`config.mk`:
```
export PLATFORM = sky130hd
export DESIGN_NAME = shift_add_mul
export DESIGN_NICKNAME = d
export VERILOG_FILES = /design/src/rtl/mul_pkg.sv /design/src/rtl/mul_mcand_reg.sv /design/src/rtl/mul_mplier_reg.sv /design/src/rtl/mul_accum.sv /design/src/rtl/mul_ctrl.sv /design/src/rtl/shift_add_mul.sv
export SDC_FILE = /design/constraint.sdc
export NUM_CORES = 1
export LEC_CHECK = 0
export BUFFER_PORTS_ARGS = -buffer_cell sky130_fd_sc_hd__clkbuf_2
export CORE_AREA = 8 8 59 61
export DETAILED_ROUTE_END_ITERATION = 6
export DIE_AREA = 0 0 67 69
export PLACE_DENSITY = 0.73
export RECOVER_POWER = 50
export SETUP_SLACK_MARGIN = 0.05
export SLEW_MARGIN = 20
export SYNTH_ARGS = -nofsm -noshare
export SYNTH_HDL_FRONTEND = slang
export SYNTH_SLANG_ARGS = --single-unit
```
`constraint.sdc`:
```
create_clock -name clk_i -period 2.5 [get_ports clk_i]
set_clock_uncertainty 0.1 [all_clocks]
set_input_delay 0.25 -clock clk_i [delete_from_list [all_inputs] [get_ports clk_i]]
set_output_delay 0.25 -clock clk_i [all_outputs]
set_load 0.01 [all_outputs]
```
`src/rtl/mul_pkg.sv`:
```
package mul_pkg;
  typedef enum logic [1:0] {
    ST_IDLE = 2'd0,
    ST_RUN  = 2'd1,
    ST_FIN  = 2'd2
  } mul_state_e;
endpackage

```
`src/rtl/mul_mcand_reg.sv`:
```
module mul_mcand_reg #(
  parameter int unsigned IN_W  = 4,
  parameter int unsigned REG_W = 8
) (
  input  logic             clk_i,
  input  logic             rst_ni,
  input  logic             load_i,
  input  logic             step_i,
  input  logic [IN_W-1:0]  mcand_i,
  output logic [REG_W-1:0] mcand_o
);
  localparam int unsigned PAD_W = REG_W - IN_W;

  logic [REG_W-1:0] q;

  always_ff @(posedge clk_i or negedge rst_ni) begin
    if (!rst_ni)     q <= '0;
    else if (load_i) q <= {{PAD_W{1'b0}}, mcand_i};
    else if (step_i) q <= {q[REG_W-2:0], 1'b0};
  end

  assign mcand_o = q;
endmodule

```
`src/rtl/mul_mplier_reg.sv`:
```
module mul_mplier_reg #(
  parameter int unsigned W = 4
) (
  input  logic         clk_i,
  input  logic         rst_ni,
  input  logic         load_i,
  input  logic         step_i,
  input  logic [W-1:0] mplier_i,
  output logic         lsb_o
);
  logic [W-1:0] q;

  always_ff @(posedge clk_i or negedge rst_ni) begin
    if (!rst_ni)     q <= '0;
    else if (load_i) q <= mplier_i;
    else if (step_i) q <= {1'b0, q[W-1:1]};
  end

  assign lsb_o = q[0];
endmodule

```
`src/rtl/mul_accum.sv`:
```
module mul_accum #(
  parameter int unsigned W = 8
) (
  input  logic         clk_i,
  input  logic         rst_ni,
  input  logic         clear_i,
  input  logic         step_i,
  input  logic         add_en_i,
  input  logic [W-1:0] addend_i,
  output logic [W-1:0] prod_o
);
  logic [W-1:0] q;
  logic [W-1:0] sum;

  assign sum = q + addend_i;

  always_ff @(posedge clk_i or negedge rst_ni) begin
    if (!rst_ni)                   q <= '0;
    else if (clear_i)              q <= '0;
    else if (step_i && add_en_i)   q <= sum;
  end

  assign prod_o = q;
endmodule

```
`src/rtl/mul_ctrl.sv`:
```
module mul_ctrl
  import mul_pkg::*;
#(
  parameter int unsigned ITER = 4
) (
  input  logic clk_i,
  input  logic rst_ni,
  input  logic start_i,
  output logic load_o,
  output logic step_o,
  output logic busy_o,
  output logic done_o
);
  localparam int unsigned CNT_W = (ITER > 1) ? $clog2(ITER) : 1;
  localparam logic [CNT_W-1:0] LAST = CNT_W'(ITER - 1);

  mul_state_e       state_q, state_d;
  logic [CNT_W-1:0] cnt_q;

  assign load_o = start_i && (state_q != ST_RUN);
  assign step_o = (state_q == ST_RUN);
  assign busy_o = (state_q == ST_RUN);
  assign done_o = (state_q == ST_FIN);

  always_comb begin
    state_d = state_q;
    unique case (state_q)
      ST_IDLE: if (start_i) state_d = ST_RUN;
      ST_RUN:  if (cnt_q == LAST) state_d = ST_FIN;
      ST_FIN:  state_d = start_i ? ST_RUN : ST_IDLE;
      default: state_d = ST_IDLE;
    endcase
  end

  always_ff @(posedge clk_i or negedge rst_ni) begin
    if (!rst_ni) begin
      state_q <= ST_IDLE;
      cnt_q   <= '0;
    end else begin
      state_q <= state_d;
      if (load_o)      cnt_q <= '0;
      else if (step_o) cnt_q <= cnt_q + 1'b1;
    end
  end
endmodule

```
`src/rtl/shift_add_mul.sv`:
```
module shift_add_mul #(
  parameter int unsigned MCAND_W  = 4,
  parameter int unsigned MPLIER_W = 4
) (
  input  logic                          clk_i,
  input  logic                          rst_ni,
  input  logic                          start_i,
  input  logic [MCAND_W-1:0]            mcand_i,
  input  logic [MPLIER_W-1:0]           mplier_i,
  output logic                          busy_o,
  output logic                          done_o,
  output logic [MCAND_W+MPLIER_W-1:0]   product_o
);
  localparam int unsigned PROD_W = MCAND_W + MPLIER_W;

  logic              load;
  logic              step;
  logic              mplier_lsb;
  logic [PROD_W-1:0] mcand_q;

  mul_ctrl #(.ITER(MPLIER_W)) u_ctrl (
    .clk_i  (clk_i),
    .rst_ni (rst_ni),
    .start_i(start_i),
    .load_o (load),
    .step_o (step),
    .busy_o (busy_o),
    .done_o (done_o)
  );

  mul_mcand_reg #(.IN_W(MCAND_W), .REG_W(PROD_W)) u_mcand (
    .clk_i  (clk_i),
    .rst_ni (rst_ni),
    .load_i (load),
    .step_i (step),
    .mcand_i(mcand_i),
    .mcand_o(mcand_q)
  );

  mul_mplier_reg #(.W(MPLIER_W)) u_mplier (
    .clk_i   (clk_i),
    .rst_ni  (rst_ni),
    .load_i  (load),
    .step_i  (step),
    .mplier_i(mplier_i),
    .lsb_o   (mplier_lsb)
  );

  mul_accum #(.W(PROD_W)) u_accum (
    .clk_i   (clk_i),
    .rst_ni  (rst_ni),
    .clear_i (load),
    .step_i  (step),
    .add_en_i(mplier_lsb),
    .addend_i(mcand_q),
    .prod_o  (product_o)
  );
endmodule

```
# After elaboration in Yosys (flattened, before gate mapping)
# Index checks and enable logic that the tools add are counted.
[totals] ff_bits=24 latch_bits=0 ram_bits=0 rom_bits=0 inputBits=11 output_inout_bits=10 memories=0
[op_classes] add_sub_neg=2 multipliers=0 div=0 order_cmp=0 n_eq_ne=6 shifts=0 muxes=12 n_bitwise=0 n_reduce_logical=6
[op_table] op="$mux 8" n=4
[op_table] op="$add 8x8->8" n=1
[op_table] op="$mux 2" n=4
[op_table] op="$mux 4" n=2
[op_table] op="$pmux 2 s3" n=1
[op_table] op="$eq 2x2->1 const B" n=2
[op_table] op="$ne 2x2->1 const B" n=2
[op_table] op="$reduce_bool 2->1" n=2
[op_table] op="$add 2x1->2 const B" n=1
[op_table] op="$eq 2x1->1 const B" n=1
[op_table] op="$logic_and 1x1->1" n=2
[op_table] op="$logic_not 2->1" n=1
[op_table] op="$ne 2x1->1 const B" n=1
[op_table] op="$reduce_and 2->1" n=1
[op_table] op="$mux 1" n=1

# Logic depth before layout (Yosys ltp)
# Gate-level depths: netlist of the first run.
[depth] depth_word=4 depth_mapped=8 mapped_depth_nobuf=8

# By module
# From an unflattened synthesis of the first run, not the netlist that was laid out.
[hier_totals] hier_cells=135 area_unflattened_um2=1371.3
[by_module_without_submodules] mod="mul_accum" instances=1 cells_each=71 area_each_um2=646.9 seq_area_each_um2=200.2
[by_module_without_submodules] mod="mul_mcand_reg" instances=1 cells_each=30 area_each_um2=342.8 seq_area_each_um2=200.2
[by_module_without_submodules] mod="mul_ctrl" instances=1 cells_each=18 area_each_um2=210.2 seq_area_each_um2=100.1
[by_module_without_submodules] mod="mul_mplier_reg" instances=1 cells_each=16 area_each_um2=171.4 seq_area_each_um2=100.1

# Least setup slack after synthesis of the first run
# Ideal clock, no wire load.
[synth_path] path_type="reg2reg" startpoint="register u_accum.q[1] (netlist: u_accum.prod_o[1])" endpoint="register u_accum.q[7] (netlist: u_accum.prod_o[7])" setup_time_ns=0.118 arrival_time_ns=1.786 required_ns=2.282 setup_slack_ns=0.496 stages_incl_launch_ff=7 path_buffers=0 path_cell_list="dfrtp_1 > ha_1 > a211oi_2 > nor3_1 > or3_1 > a41o_1 > a21o_1"
[synth_via] elab_chain_len=3
[synth_rtl] element="from (decl)" line_no="mul_accum.sv:12" source="logic [W-1:0] q;"
[synth_rtl] element="from (signal assigned)" line_no="mul_accum.sv:20" source="else if (step_i && add_en_i) q <= sum;"
[synth_rtl] element="$add 8x8->8" line_no="mul_accum.sv:15" source="assign sum = q + addend_i;"
[synth_rtl] element="$mux 8" line_no="mul_accum.sv:20"
[synth_rtl] element="$mux 8" line_no="mul_accum.sv:19" source="else if (clear_i) q <= '0;"
# No other way between the ends. The select of a mux whose other input is x is not followed.
# A chain may end at the register's enable or synchronous reset.

# Final worst setup path of the first run
# Same ends and word-level chain as after synthesis.

==> results of run 1 <==
[cell families after synthesis]
| family | Yosys count |
|---|---|
| simple gates | 42 |
| flops | 24 |
| compound gates | 37 |
| buf+inv | 11 |
| fa+ha+maj | 9 |
| xor+xnor | 4 |
| mux | 9 |
[flip-flops by register name, summed over array words and instances, names as in the netlist]
register         cells
u_accum.prod_o       8
u_mcand.mcand_o      8
u_mplier.q           4
u_ctrl.cnt_q         2
u_ctrl.state_q       2
[cell usage after synthesis (all sizes together) (2+ instances only)]
master / n / share of area
inv: 6 / 0.017
a21o: 2 / 0.013
mux2i: 9 / 0.069
o21ai: 23 / 0.088
clkbuf: 2 / 0.0058
a21oi: 4 / 0.015
nor2: 4 / 0.012
buf: 3 / 0.012
xnor2: 2 / 0.013
xor2: 2 / 0.013
dfrtp: 24 / 0.46
nand2: 26 / 0.075
nor2b: 3 / 0.014
and2: 2 / 0.0096
ha: 8 / 0.077
[through the flow]
step	hold slack (ns)	setup slack [ns]	cells
after global placement	0.181	0.491	183
after global routing	0.0932	0.323	188
after detailed placement	0.183	0.429	183
after CTS	0.0732	0.387	188
after floorplan	-0.146	0.496	136
final	0.0723	0.382	188
[worst paths after layout]
path,startpoint,endpoint
min in group asynchronous,rst_ni,u_accum.prod_o[3]
worst min register to register,u_mplier.q[1],u_mplier.q[0]
worst max register to register,u_accum.prod_o[1],u_accum.prod_o[7]
max in group asynchronous,rst_ni,u_ctrl.state_q[1]
worst min-delay path,mcand_i[0],u_mcand.mcand_o[0]
worst max-delay path,u_accum.prod_o[1],u_accum.prod_o[7]
[report_power, final]
part	switching, mW	internal (mW)
Clock	0.123	0.162
Sequential	0.127	0.527
Combinational	0.377	0.258
[worst max-delay path: cells and delay by family, from the launching register on]
| kind | cells | cell delay [ns] |
|---|---|---|
| AOI/OAI and AO/OA | 3 | 0.69 |
| and+or+nand+nor | 2 | 0.45 |
| DFF | 1 | 0.44 |
| adders and majority gates | 1 | 0.35 |
[area by class of cell]
class | count | share of cell area
Clock inverter | 1 | 0.0203
Clock buffer | 3 | 0.0152
Timing Repair Buffer | 22 | 0.0752
Sequential cell | 24 | 0.405
Inverter | 6 | 0.0152
Tap cell | 31 | 0.0262
Multi-Input combinational cell | 101 | 0.443
[per-layer routing]
metal,up-vias,share of wire,wire [um],track usage
met2,18,0.50,1330,0.202
met4,0,0.022,58,0.0488
li1,515,-,-,-
met3,7,0.040,106,0.0275
met1,483,0.44,1160,0.139
met5,-,0,0,0
==> qor.txt, run 1 <==
CP max stage cell - dfrtp_1
Static Leak - 0.717 nW
Synth Net Count - 156
Crit Path Category - register to register
Reg2reg path depth - 6
DR iter-0 viols - 29
Syn Area/Cell - 9.57 um^2
CTS tree - done
Multi-input logic area - 656 um^2
Ratio of cells with drive above 1 in the final layout - 0.140
Complex-gate fraction of the synthesized area - 0.171
Synth warn - 0
Arr. time, crit path - 2.26 ns
Fin. max-slew vios - 0
Largest family of logic cells by synthesized area - compound AO/OA/AOI/OAI gates
TritonRoute pass-1 iters - 4
Routability congestion estimate - 0.900
CP Cell Sequence - ha_1, a211oi_2, nor3_1, or3_1, a41o_1, a21o_1
WL/cell - 14.1 um
Fmax - 472 MHz
Critical path fanouts, max - 4
Routed via count - 1,023
Number of buffers inserted by hold repair at cts - 1
Nets@finish - 178
Post-CTS setup repair buffer count - 0
CTS root buffer - clkbuf_4
CTS clock-pin slew for the worst setup and hold paths - 0.14 ns
Starting Density - 0.498
Final instance area - 1480 um^2
Routed WL - 2650 um
# diodes - 0
Hold Crit Class - input port to register
Site Rows - 19
TNS Setup - 0 ns
Most frequent cells in the layout - nand2_1 (26), dfrtp_1 (24), o21ai_0 (23), clkbuf_2 (15), mux2i_1 (9)
Cell Area, Synth - 1300 um^2
HPWL Detailed - 2020 um
Multiplexer share of the synthesized area - 0.0692
Pin count of the biggest net entering global routing - 25
Worst-Skew Late Latency - 0.33 ns
PwrDens - 1060 nW/um^2
I/O Pins - 21
CP Data Required Time - 2.64 ns
CORE AREA - 2620 um^2
Final core occ - 0.567
#FFs+latches synth - 24
First-pass GRT wire length - 4480 um
Tot Pwr - 1.57 mW
Post-synth EDFFs - 0
Filler cells - 252
Worst setup SP type - register
Final Hold Vio Count - 0
Final period util - 0.847
Fraction of the mapped netlist area in adder cells - 0.0923
Commonest non-fill, non-tap cell in the layout - nand2_1
Top FF cell, synth - dfrtp_1
R2R setup slack - 0.38 ns
Cell variety after synth - 32
Asr flop ratio synth - 1.00
Maximum VDD drop - 751 uV
CTS buffer count - 3
Synth Instances - 136
Register Area - 601 um^2
Post-route ant nets - 0
Post-cts sizing count - 0
Initial antenna violation count - 0
Critical Path End Type - register
Tot GR Track Use - 0.120
Min Clock Period, post-route - 2.12 ns
CTS Sinks - 24
Number of global-route vias before repair - 1,049
Chip height - 69 um
Slew headroom - 0.150
H-tree lvl count - 1
Final setup viols - 0
Die X - 67 um
Status - complete, no violations
Maximum Capacitance Violations - 0
Sequential share of the synthesized area - 0.462
CP max stage delay - 0.44 ns
Worst-Margin Slew - 1.27 ns
DRC - 0
Min-Delay Path Depth - 3
Post-Synth XOR/XNOR Area - 0.0269
Area of the die - 4620 um^2
I/O Buffers - 20
RSZ-0062 raised after global routing - no
Area growth syn-to-layout - 13.8%
Vias per cell - 5.44
Placed cell area - 1430 um^2
Simple-gate share of the synthesized area - 0.144
Total grt overflow - 0
Clock Tree Buf Depth - 2
(Power assumes the default switching activity.)
==> inputs of run 2 (changes only) <==
- CORE_AREA: 8 8 59 61 -> 8 8 61 63
- DIE_AREA: 0 0 67 69 -> 0 0 69 71
- PLACE_DENSITY: 0.73 -> 0.71
- clock period: 2.5 -> 1.9 ns (I/O delays scaled with it)
==> run 2 against run 1 <==
Effect of this change:
- the flow now finishes with violations (negative setup slack)
- core utilization is 2.3 points higher
- clock power rose by 30%
- first-iteration DRC count is 10% lower
- critical path depth unchanged
- wire length up 4.7%
- combinational power grew 76%
- largest cell class unchanged
- largest power group is now combinational logic
==> qor.txt, run 2 (synthesized netlist as in run 1, its figures left out) <==
Total grt overflow - 0 (unchanged)
Status - finished, violations left (was complete, no violations)
Worst setup margin - -0.0129 ns (was 0.382 ns)
Routed via count - 1,067 (was 1,023)
Worst-Skew Late Latency - 0.32 ns (was 0.33 ns)
CORE AREA - 2850 um^2 (was 2620 um^2)
CTS clock-pin slew for the worst setup and hold paths - 0.14 ns (about the same)
Starting Density - 0.456 (was 0.498)
Violated checks - negative setup slack
TritonRoute pass-1 iters - 4 (unchanged)
Reg2reg path depth - 6 (unchanged)
Initial antenna violation count - 0 (unchanged)
Number of global-route vias before repair - 1,126 (was 1,049)
Maximum Capacitance Violations - 0 (unchanged)
Arr. time, crit path - 2.04 ns (was 2.26 ns)
Area of the die - 4900 um^2 (was 4620 um^2)
CP max stage cell - dfrtp_2 (was dfrtp_1)
TNS Setup - -0.0129 ns (was 0 ns)
PwrDens - 1390 nW/um^2 (was 1060 nW/um^2)
Die X - 69 um (was 67 um)
Min-Delay Path Depth - 3 (unchanged)
Number of cells on the critical path - 6 (unchanged)
Crit path buf inv count - 0 (unchanged)
Min Clock Period, post-route - 1.91 ns (was 2.12 ns)
Worst path top cell family by delay - compound AO/OA/AOI/OAI gates (unchanged)
CP Data Required Time - 2.03 ns (was 2.64 ns)
Final Hold Vio Count - 0 (unchanged)
CP max stage delay - 0.47 ns (was 0.44 ns)
Site Rows - 20 (was 19)
DR iter-0 viols - 26 (was 29)
HPWL Detailed - 2050 um (was 2020 um)
Slew headroom - 0.600 (was 0.150)
RSZ-0062 raised after global routing - yes (was no)
Tot GR Track Use - 0.118 (was 0.120)
Post-route ant nets - 0 (unchanged)
Static Leak - 0.783 nW (was 0.717 nW)
Maximum VDD drop - 855 uV (was 751 uV)
Hold Crit Class - input port to register (unchanged)
I/O Pins - 21 (unchanged)
WL/cell - 13.8 um (was 14.1 um)
CTS buffer count - 3 (unchanged)
Routed WL - 2780 um (was 2650 um)
Final instance area - 1680 um^2 (was 1480 um^2)
CTS tree - done (unchanged)
Chip height - 71 um (was 69 um)
Commonest non-fill, non-tap cell in the layout - nand2_1 (unchanged)
DRC - 0 (unchanged)
Crit Path Category - register to register (unchanged)
Critical Path End Type - register (unchanged)
CTS root buffer - clkbuf_4 (unchanged)
Area growth syn-to-layout - 29.2% (was 13.8%)
Fmax - 523 MHz (was 472 MHz)
I/O Buffers - 20 (unchanged)
Pin count of the biggest net entering global routing - 30 (was 25)
Placed cell area - 1550 um^2 (was 1430 um^2)
Nets@finish - 190 (was 178)
H-tree lvl count - 1 (unchanged)
# diodes - 0 (unchanged)
Fin. max-slew vios - 0 (unchanged)
Critical path fanouts, max - 4 (unchanged)
First-pass GRT wire length - 4890 um (was 4480 um)
Final setup viols - 1 (was 0)
Ratio of cells with drive above 1 in the final layout - 0.314 (was 0.140)
Placement Setup Slack - -0.0238 ns (was 0.429 ns)
Final period util - 1.01 (was 0.847)
Clock Tree Buf Depth - 2 (unchanged)
Routability congestion estimate - 0.846 (was 0.900)
Most frequent cells in the layout - nand2_1 (25), dfrtp_1 (22), o21ai_0 (21), clkbuf_2 (18), buf_4 (13) (was nand2_1 (26), dfrtp_1 (24), o21ai_0 (23), clkbuf_2 (15), mux2i_1 (9))
Worst-Margin Slew - 0.600 ns (was 1.27 ns)
Worst setup SP type - register (unchanged)
CP Cell Sequence - ha_4, a211oi_4, nor3_2, or3_4, a41o_1, a21o_1 (was ha_1, a211oi_2, nor3_1, or3_1, a41o_1, a21o_1)
CTS Sinks - 24 (unchanged)
Vias per cell - 5.28 (was 5.44)
==> run 2: cell types whose count changed in the layout (fill, tap and decap cells not counted), moves of 2 or more <==
cell	before	now
dfrtp_2	0	2
o21ai_0	23	21
buf_4	1	13
dfrtp_1	24	22
clkbuf_1	5	2
ha_4	0	5
clkbuf_2	15	18
ha_1	8	3
==> run 2: path summary, 6_finish.rpt <==
| path | to | start | slack, ns |
|---|---|---|---|
| worst max-delay path | u_accum.prod_o[7] | u_accum.prod_o[1] | -0.01 |
| worst min-delay path | u_mplier.q[3] | mplier_i[3] | 0.01 |
| worst max register to register | u_accum.prod_o[7] | u_accum.prod_o[1] | -0.01 |
| worst min register to register | u_mplier.q[0] | u_mplier.q[1] | 0.41 |
| max in group asynchronous | u_accum.prod_o[1] | rst_ni | 0.98 |
| min in group asynchronous | u_ctrl.state_q[1] | rst_ni | 0.29 |
==> run 2: power by group <==
group	total [mW]	switching, mW	internal [mW]
registers	0.852	0.157	0.695
clock network	0.372	0.159	0.213
logic	1.12	0.592	0.528
==> run 2: layout make-up <==
| class | instances | area, um^2 |
|---|---|---|
| fillers | 254 | 1170 |
| clock buffers | 3 | 22.5 |
| flip-flops and latches | 24 | 603 |
| well taps | 33 | 41.3 |
| repair buffers | 34 | 205 |
| clock inverters | 1 | 30.0 |
| multi-input cells | 101 | 757 |
| inverters | 6 | 22.5 |
==> run 2: worst reg2reg max path, cell delays in order (launching register included) <==
cell      delay, ns
dfrtp_2        0.47
ha_4           0.26
a211oi_4       0.24
nor3_2         0.08
or3_4          0.34
a41o_1         0.19
a21o_1         0.15
==> run 2: timing repair <==
| action | in CTS | in global routing |
|---|---|---|
| gates resized for setup | 1 | 11 |
| setup endpoints to repair | 2 | 5 |
| setup buffers | 2 | 1 |
| hold buffers | 1 | 0 |
| endpoints found under the hold margin | 24 | 0 |
| pin swaps | 1 | 10 |
==> run 2: layer usage <==
metal / global-route usage / share of wire
met2: 0.198 / 0.47
met3: 0.0308 / 0.032
met1: 0.141 / 0.49
met4: 0.0410 / 0.010
met5: 0 / 0
==> run 2: metrics by stage <==
stage | std cells | total power, mW | util | hold slack, ns
CTS | 201 | 2.28 | 0.571 | 0.00591
floorplan | 136 | 1.52 | - | -0.206
finish | 202 | 2.34 | 0.589 | 0.0134
global placement | 194 | 1.84 | 0.543 | 0.131
detailed placement | 194 | 1.87 | 0.543 | 0.130
global route | 202 | 2.54 | 0.589 | 0.00323
